File: src/rtl/mbox_irq_pkg.sv
package mbox_irq_pkg;
  localparam int MAX_MBOX   = 8;
  localparam int OFS_ENABLE = 'h100;
  localparam int OFS_RAW    = 'h300;
  localparam int OFS_PEND   = 'h304;
  localparam int OFS_DIM    = 'h380;

  // empty flags in the low byte, full flags in the next byte
  function automatic logic [31:0] pack_status(input logic [MAX_MBOX-1:0] emp,
                                              input logic [MAX_MBOX-1:0] ful);
    return {16'h0000, ful, emp};
  endfunction
endpackage

File: src/rtl/mbox_irq_status.sv
module mbox_irq_status
  import mbox_irq_pkg::*;
#(
  parameter int NUM_MBOX = 8
) (
  input  logic                clk,
  input  logic                rst,
  input  logic [NUM_MBOX-1:0] empty_i,
  input  logic [NUM_MBOX-1:0] full_i,
  output logic [31:0]         stat_o
);
  logic [MAX_MBOX-1:0] emp_ext, ful_ext;

  always_comb begin
    emp_ext = '0;
    ful_ext = '0;
    emp_ext[NUM_MBOX-1:0] = empty_i;
    ful_ext[NUM_MBOX-1:0] = full_i;
  end

  always_ff @(posedge clk) begin
    if (rst) stat_o <= '0;
    else     stat_o <= pack_status(emp_ext, ful_ext);
  end
endmodule

File: src/rtl/mbox_irq_enbank.sv
module mbox_irq_enbank
  import mbox_irq_pkg::*;
#(
  parameter int NUM_OUT = 4,
  parameter int ADDR_W  = 12
) (
  input  logic                  clk,
  input  logic                  rst,
  input  logic [ADDR_W-1:0]     addr_i,
  input  logic                  wr_i,
  input  logic [31:0]           wdata_i,
  input  logic [31:0]           stat_i,
  output logic [NUM_OUT*32-1:0] en_flat_o,
  output logic [NUM_OUT-1:0]    irq_o
);
  for (genvar g = 0; g < NUM_OUT; g++) begin : g_line
    localparam logic [ADDR_W-1:0] SLOT = ADDR_W'(OFS_ENABLE + 4 * g);
    logic [31:0] en_q;
    logic        irq_q;

    always_ff @(posedge clk) begin
      if (rst) begin
        en_q  <= '0;
        irq_q <= 1'b0;
      end else begin
        if (wr_i && addr_i == SLOT) en_q <= wdata_i;
        irq_q <= |(stat_i & en_q);
      end
    end

    assign en_flat_o[g*32 +: 32] = en_q;
    assign irq_o[g]              = irq_q;
  end
endmodule

File: src/rtl/mbox_irq_regif.sv
module mbox_irq_regif
  import mbox_irq_pkg::*;
#(
  parameter int NUM_OUT  = 4,
  parameter int ADDR_W   = 12,
  parameter int PEND_OUT = 0
) (
  input  logic                  clk,
  input  logic                  rst,
  input  logic [ADDR_W-1:0]     addr_i,
  input  logic [31:0]           stat_i,
  input  logic [NUM_OUT*32-1:0] en_flat_i,
  input  logic [31:0]           dim_i,
  output logic [31:0]           rdata_o
);
  localparam logic [ADDR_W-1:0] A_RAW  = ADDR_W'(OFS_RAW);
  localparam logic [ADDR_W-1:0] A_PEND = ADDR_W'(OFS_PEND);
  localparam logic [ADDR_W-1:0] A_DIM  = ADDR_W'(OFS_DIM);

  logic [31:0] rd_mux;

  always_comb begin
    rd_mux = '0;
    if (addr_i == A_RAW)  rd_mux = stat_i;
    if (addr_i == A_PEND) rd_mux = stat_i & en_flat_i[PEND_OUT*32 +: 32];
    if (addr_i == A_DIM)  rd_mux = dim_i;
    for (int g = 0; g < NUM_OUT; g++) begin
      if (addr_i == ADDR_W'(OFS_ENABLE + 4 * g)) rd_mux = en_flat_i[g*32 +: 32];
    end
  end

  always_ff @(posedge clk) begin
    if (rst) rdata_o <= '0;
    else     rdata_o <= rd_mux;
  end
endmodule

File: src/rtl/mbox_irq_agg.sv
module mbox_irq_agg #(
  parameter int NUM_MBOX = 8,
  parameter int NUM_OUT  = 4,
  parameter int NUM_SS   = 2,
  parameter int NUM_AS   = 3,
  parameter int NUM_DB   = 9,
  parameter int PEND_OUT = 0,
  parameter int ADDR_W   = 12
) (
  input  logic                clk,
  input  logic                rst,
  input  logic [ADDR_W-1:0]   bus_addr,
  input  logic                bus_wr,
  input  logic [31:0]         bus_wdata,
  output logic [31:0]         bus_rdata,
  input  logic [NUM_MBOX-1:0] mbox_empty,
  input  logic [NUM_MBOX-1:0] mbox_full,
  output logic [NUM_OUT-1:0]  irq_out
);
  localparam logic [31:0] DIM_WORD = {12'h000, 4'(NUM_OUT), 4'(NUM_DB),
                                      4'(NUM_AS), 4'(NUM_SS), 4'(NUM_MBOX)};

  logic [31:0]           stat;
  logic [NUM_OUT*32-1:0] en_flat;

  mbox_irq_status #(.NUM_MBOX(NUM_MBOX)) u_status (
    .clk(clk), .rst(rst), .empty_i(mbox_empty), .full_i(mbox_full), .stat_o(stat)
  );

  mbox_irq_enbank #(.NUM_OUT(NUM_OUT), .ADDR_W(ADDR_W)) u_enbank (
    .clk(clk), .rst(rst), .addr_i(bus_addr), .wr_i(bus_wr), .wdata_i(bus_wdata),
    .stat_i(stat), .en_flat_o(en_flat), .irq_o(irq_out)
  );

  mbox_irq_regif #(.NUM_OUT(NUM_OUT), .ADDR_W(ADDR_W), .PEND_OUT(PEND_OUT)) u_regif (
    .clk(clk), .rst(rst), .addr_i(bus_addr), .stat_i(stat), .en_flat_i(en_flat),
    .dim_i(DIM_WORD), .rdata_o(bus_rdata)
  );
endmodule

File: config.mk
export PLATFORM = sky130hd
export DESIGN_NAME = mbox_irq_agg
export DESIGN_NICKNAME = d
export VERILOG_FILES = /design/src/rtl/mbox_irq_pkg.sv /design/src/rtl/mbox_irq_status.sv /design/src/rtl/mbox_irq_enbank.sv /design/src/rtl/mbox_irq_regif.sv /design/src/rtl/mbox_irq_agg.sv
export SDC_FILE = /design/constraint.sdc
export NUM_CORES = 1
export LEC_CHECK = 0
export ABC_AREA = 1
export BUFFER_PORTS_ARGS = -buffer_cell sky130_fd_sc_hd__buf_2
export CAP_MARGIN = 20
export CORE_AREA = 2 2 137 139
export CTS_CLUSTER_DIAMETER = 120
export CTS_CLUSTER_SIZE = 40
export DETAILED_ROUTE_END_ITERATION = 6
export DIE_AREA = 0 0 139 141
export PLACE_DENSITY = 0.79
export SLEW_MARGIN = 20
export SYNTH_ARGS = -nofsm -noshare
export SYNTH_HDL_FRONTEND = slang
export SYNTH_HIERARCHICAL = 1
export SYNTH_SLANG_ARGS = --single-unit
File: constraint.sdc
create_clock -name clk -period 1.9 [get_ports clk]
set_input_delay 0.095 -clock clk [delete_from_list [all_inputs] [get_ports clk]]
set_output_delay 0.095 -clock clk [all_outputs]
set_load 0.05 [all_outputs]
## After elaboration in Yosys (flattened, before gate mapping)

Index checks and enable logic that the tools add are counted.
W data, S select, Z words.

- Bits in registers: 196
- Bits of input ports: 63
- Output and inout bits: 36
- Logic and storage cells: 37

- Equality and inequality tests: 7
- Mux-type cells: 7
- Bitwise gates (word level): 4
- Reduce and logical (&&, ||, !) cells: 8

Operator list:

| kind | count |
|---|---|
| $mux W32 | 7 |
| $and A32 B32 Y32 | 4 |
| $reduce_or A32 Y1 | 4 |
| $eq A12 B9 Y1 const B | 4 |
| $eq A12 B10 Y1 const B | 3 |
| $logic_and A1 B1 Y1 | 4 |

## Logic depth before layout (Yosys ltp)

- Depth after elaboration: 8
- Mapped depth: 14
- Depth with buffers taken out: 12

## Cells and area by module

The synthesis kept the hierarchy.

By module, submodules not included:

| module | times used | cells each | area an instance (µm²) | seq. area each (µm²) |
|---|---|---|---|---|
| mbox_irq_enbank | 1 | 1013 | 6337.3 | 2642.5 |
| mbox_irq_regif | 1 | 697 | 3716.1 | 640.6 |
| mbox_irq_status | 1 | 67 | 598.1 | 320.3 |
| mbox_irq_agg | 1 | 2 | 7.5 | 0.0 |

## Least setup slack after synthesis

Ideal clock, no wire load.

- Kind: input port to flip-flop
- Start point: input bus_addr[5]
- End point: register u_regif.rdata_o[0]
- Setup time: 0.109 ns
- Data arrival time: 1.195 ns
- Data required time: 1.791 ns
- Path slack: 0.596 ns
- Stages on the path: 11
- Path buffers: 1
- Path through: nor2_1 > nand2_1 > nor2_4 > nand2_2 > clkbuf_1 > o21ai_0 > inv_1 > nand2_1 > nand3_1 > nand2_1 > inv_1

- Longest elaborated chain between the ends: 8
- Elaborated cells between the ends (all ways): 14
- Those cells by class: eq/ne (7); mux (7)

Ends and longest elaborated chain:

| item | line | source |
|---|---|---|
| from (decl) | mbox_irq_agg.sv:12 | `input logic [ADDR_W-1:0] bus_addr,` |
| $eq A12 B10 Y1 | mbox_irq_regif.sv:24 | `if (addr_i == A_RAW) rd_mux = stat_i;` |
| $mux W32 | mbox_irq_regif.sv:24 |  |
| $mux W32 | mbox_irq_regif.sv:25 | `if (addr_i == A_PEND) rd_mux = stat_i & en_flat_i[PEND_OUT*32 +: 32];` |
| $mux W32 | mbox_irq_regif.sv:26 | `if (addr_i == A_DIM) rd_mux = dim_i;` |
| $mux W32 (3 in a row) | mbox_irq_regif.sv:28 | `if (addr_i == ADDR_W'(OFS_ENABLE + 4 * g)) rd_mux = en_flat_i[g*32 +: 32];` |
| $mux W32 (*) | mbox_irq_regif.sv:28 |  |
| to (signal assigned) | mbox_irq_regif.sv:34 | `else rdata_o <= rd_mux;` |
| to (decl) | mbox_irq_regif.sv:14 | `output logic [31:0] rdata_o` |

Mark *: on every way between the ends. The rest lies on a longest branch, timed or not.
A chain may end at the register's enable or synchronous reset.

## Worst setup path in the final report

- Start point: register u_status.stat_o[14]
- End point: register u_enbank.g_line[3].irq_q

- Longest elaborated chain between the ends: 2

Ends and longest elaborated chain:

| item | line | source |
|---|---|---|
| from (decl) | mbox_irq_status.sv:10 | `output logic [31:0] stat_o` |
| from (signal assigned) | mbox_irq_status.sv:23 | `else stat_o <= pack_status(emp_ext, ful_ext);` |
| $and A32 B32 Y32 | mbox_irq_enbank.sv:27 | `irq_q <= \|(stat_i & en_q);` |
| $reduce_or A32 Y1 | mbox_irq_enbank.sv:27 |  |
| to (signal assigned) | mbox_irq_enbank.sv:27 |  |
| to (decl) | mbox_irq_enbank.sv:19 | `logic irq_q;` |

Every way passes these cells.

==> results.py <==
metrics = {
    "outcome": {
        "status": "complete, but fails checks",
        "violations": "hold timing",
    },
    "place": {
        "dp.cells": 2059,
        "place_ws_ps": 316,
        "gp_congestion": 0.869,
        "portBuffers": 98,
        "dp_hpwl_mm": 18.8,
    },
    "logic_synthesis": {
        "yosys-top-cells-count": "nand2_1, nor2_1, nand3_1, inv_1, dfxtp_1",
        "ys_top_cells_by_area": "dfxtp_1, nand2_1, nand3_1",
        "post-synth-top-count-cell": "nand2_1",
        "yosys_warnings": 6,
        "yosysSeqAreaShare_pct": 33.8,
        "synth_top_area_share_pct": 33.8,
        "syn_area_mm2": 0.0107,
        "ys.flop_type": "dfxtp_1",
        "synth-edff-count": 0,
        "synth_top_area_cell": "dfxtp_1",
        "syn_area_per_cell_um2": 5.99,
        "synthCells": 1779,
        "ys_ff_latch": 180,
        "synthArstFlopShare_pct": 0,
        "synth_cell_types": 24,
    },
    "layout": {
        "utilization_pct": 66.5,
        "n_antenna_cell": 0,
        "drive_above_1_share_pct": 9.84,
        "nets": 1931,
        "area_growth_syn_to_layout_pct": 14.0,
        "fin_cells": 2114,
    },
    "setup_path": {
        "path_class": "reg -> reg",
        "worst_setup_path_end_kind": "flip-flop",
        "cp_data_required_time_ps": 2220,
        "critical-path-top-delay-family": "simple AND/OR/NAND/NOR gates",
        "path_max_fanout": 5,
        "r2r_cells": 6,
        "crit_chain": "nand2_1 -> nand2_1 -> nor2_1 -> nand2_1 -> nor2_1 -> a21oi_1",
        "critical_path_arrival_ps": 1680,
        "cp.depth": 6,
        "cp_num_buf_inv": 0,
        "critPathSlowestCell": "dfxtp_1",
        "startpoint_type": "flip-flop",
        "crit_path_max_incr_delay_ps": 380,
        "cpMostUsedCell": "nand2_1",
    },
    "timing": {
        "rsz0062_at_grt": "no",
        "post-route-period-util_pct": 71.8,
        "setup_viol": 0,
        "fin_worst_skew_ps": 9.59,
        "max_slew_margin_pct": 64.6,
        "max_freq_mhz": 733,
        "worstMarginPinSlew_ps": 530,
        "report.final.slew_viol_count": 0,
        "final.setup.tns_ps": 0,
        "period_minus_slack_ps": 1360,
        "layout_setup_ws_ps": 536,
        "whs_ps": -1.07,
        "finalHoldViolations": 1,
    },
    "clocking": {
        "cts_tree": "built",
        "postCtsResizedCells": 0,
        "htree_levels": 4,
        "cts_root_buf": "clkbuf_16",
        "insertion_delay_ps": 450,
        "cts_buffers": 17,
        "numClockSinks": 180,
        "holdBufCountCts": 24,
        "cts.clk_slew.worst_paths_ps": 70,
        "clock_path_buffers": 2,
        "postCtsSetupBuffers": 0,
    },
    "run": {
        "drv_cap": 0,
    },
    "detailed_routing": {
        "routed_wl_mm": 31.0,
        "vias": 11333,
        "ant_nets": 0,
        "initialDrtViolationCount": 1294,
        "drt_pass1_iterations": 6,
        "avgViaCountPerCell": 5.36,
        "wl_per_cell_um": 14.7,
        "drc": 0,
    },
    "die": {
        "fp.dieArea_mm2": 0.0196,
        "dieWidth_um": 139,
        "coreArea_mm2": 0.0183,
        "io_pins": 99,
        "die_h_um": 141,
        "initial_core_util_pct": 58.3,
        "num_rows": 50,
    },
    "global_routing": {
        "grt_usage_pct": 31.3,
        "grt_max_degree": 65,
        "overflow": 0,
        "grt_pass1_vias": 10084,
        "grt_pass1_wl_mm": 50.3,
        "antenna_found_initial": 0,
    },
    "pwr": {
        "powerDensity_mw_per_mm2": 644,
        "irDropWorstVdd_v": 0.000666,
        "power_mw": 7.82,
        "p_leak_nw": 6.34,
    },
    "worst_hold_path": {
        "holdPathStages": 5,
        "hp-class": "in -> reg",
    },
}
-- final timing paths --
| kind | from | endpoint | slack, ps |
|---|---|---|---|
| worst max-delay path | u_status/stat_o[14] | u_enbank/g_line[3].irq_q | 540 |
| worst min-delay path | bus_wdata[29] | u_enbank/g_line[2].en_q[29] | -1 |
| worst max register to register | u_status/stat_o[14] | u_enbank/g_line[3].irq_q | 540 |
| worst min register to register | u_enbank/g_line[2].en_q[1] | u_enbank/g_line[2].en_q[1] | 500 |
-- worst reg2reg max path, delay by kind of cell (launching register included) --
| family | cells | cell delay (ps) |
|---|---|---|
| flops | 1 | 380 |
| simple gates | 5 | 720 |
| compound gates | 1 | 140 |
-- stage by stage --
step / hold slack, ps / cell area (um^2)
floorplan: 164 / 10800
global placement: 293 / 11300
detailed placement: 301 / 11300
CTS: 0.867 / 12100
global route: 18.1 / 12100
finish: -1.07 / 12100
-- metal layers --
metal | vias to the layer above | wire length (um) | global-route usage (%)
met5 | - | 0 | 0
met4 | 0 | 945 | 11.0
met3 | 81 | 2880 | 6.32
met2 | 556 | 14100 | 51.2
met1 | 5025 | 13100 | 41.5
li1 | 5671 | - | -
-- cells by family after synthesis --
logic type      count (synthesis)  synth area share (%)
simple gates                 1039                  39.6
buf+inv                       329                  13.9
compound gates                228                  12.6
flops                         180                  33.8
other cells                     3                 0.106
-- where the power goes --
group / internal (mW) / switching, mW / leakage (nW)
sequential: 3.79 / 0.0268 / 1.45
clock: 1.85 / 1.61 / 0.277
combinational: 0.189 / 0.364 / 4.61
total: 5.83 / 2.00 / 6.34
-- area by class of cell --
class / instances / area, um^2
Clock buffer: 18 / 439
Clock inverter: 13 / 123
Fill cell: 1682 / 6120
Inverter: 193 / 728
Multi-Input combinational cell: 1315 / 5750
Sequential cell: 180 / 3600
Tap cell: 234 / 293
Timing Repair Buffer: 161 / 1210
-- cell usage in the layout (no fill, tap or decap), drive strengths merged --
cell type | synthesis | final
nand2 | 604 | 604
nor2 | 236 | 236
inv | 193 | 196
nand3 | 195 | 195
dfxtp | 180 | 180
buf | 97 | 137
a21oi | 100 | 100
o21ai | 64 | 64
conb | 3 | 48
a21boi | 32 | 32
o2111ai | 32 | 32
dlygate4sd3 | 0 | 24
clkbuf | 39 | 18
clkinv | 0 | 8
nand4 | 2 | 2
and2 | 2 | 2
clkinvlp | 0 | 1
bufinv | 0 | 1
-- state kept, by name, summed over array words and instances, names as in the netlist --
signal                 flops
u_regif/rdata_o           32
u_status/stat_o           16
u_enbank/g_line.en_q     128
u_enbank/g_line.irq_q      4
(Power assumes the default switching activity.)
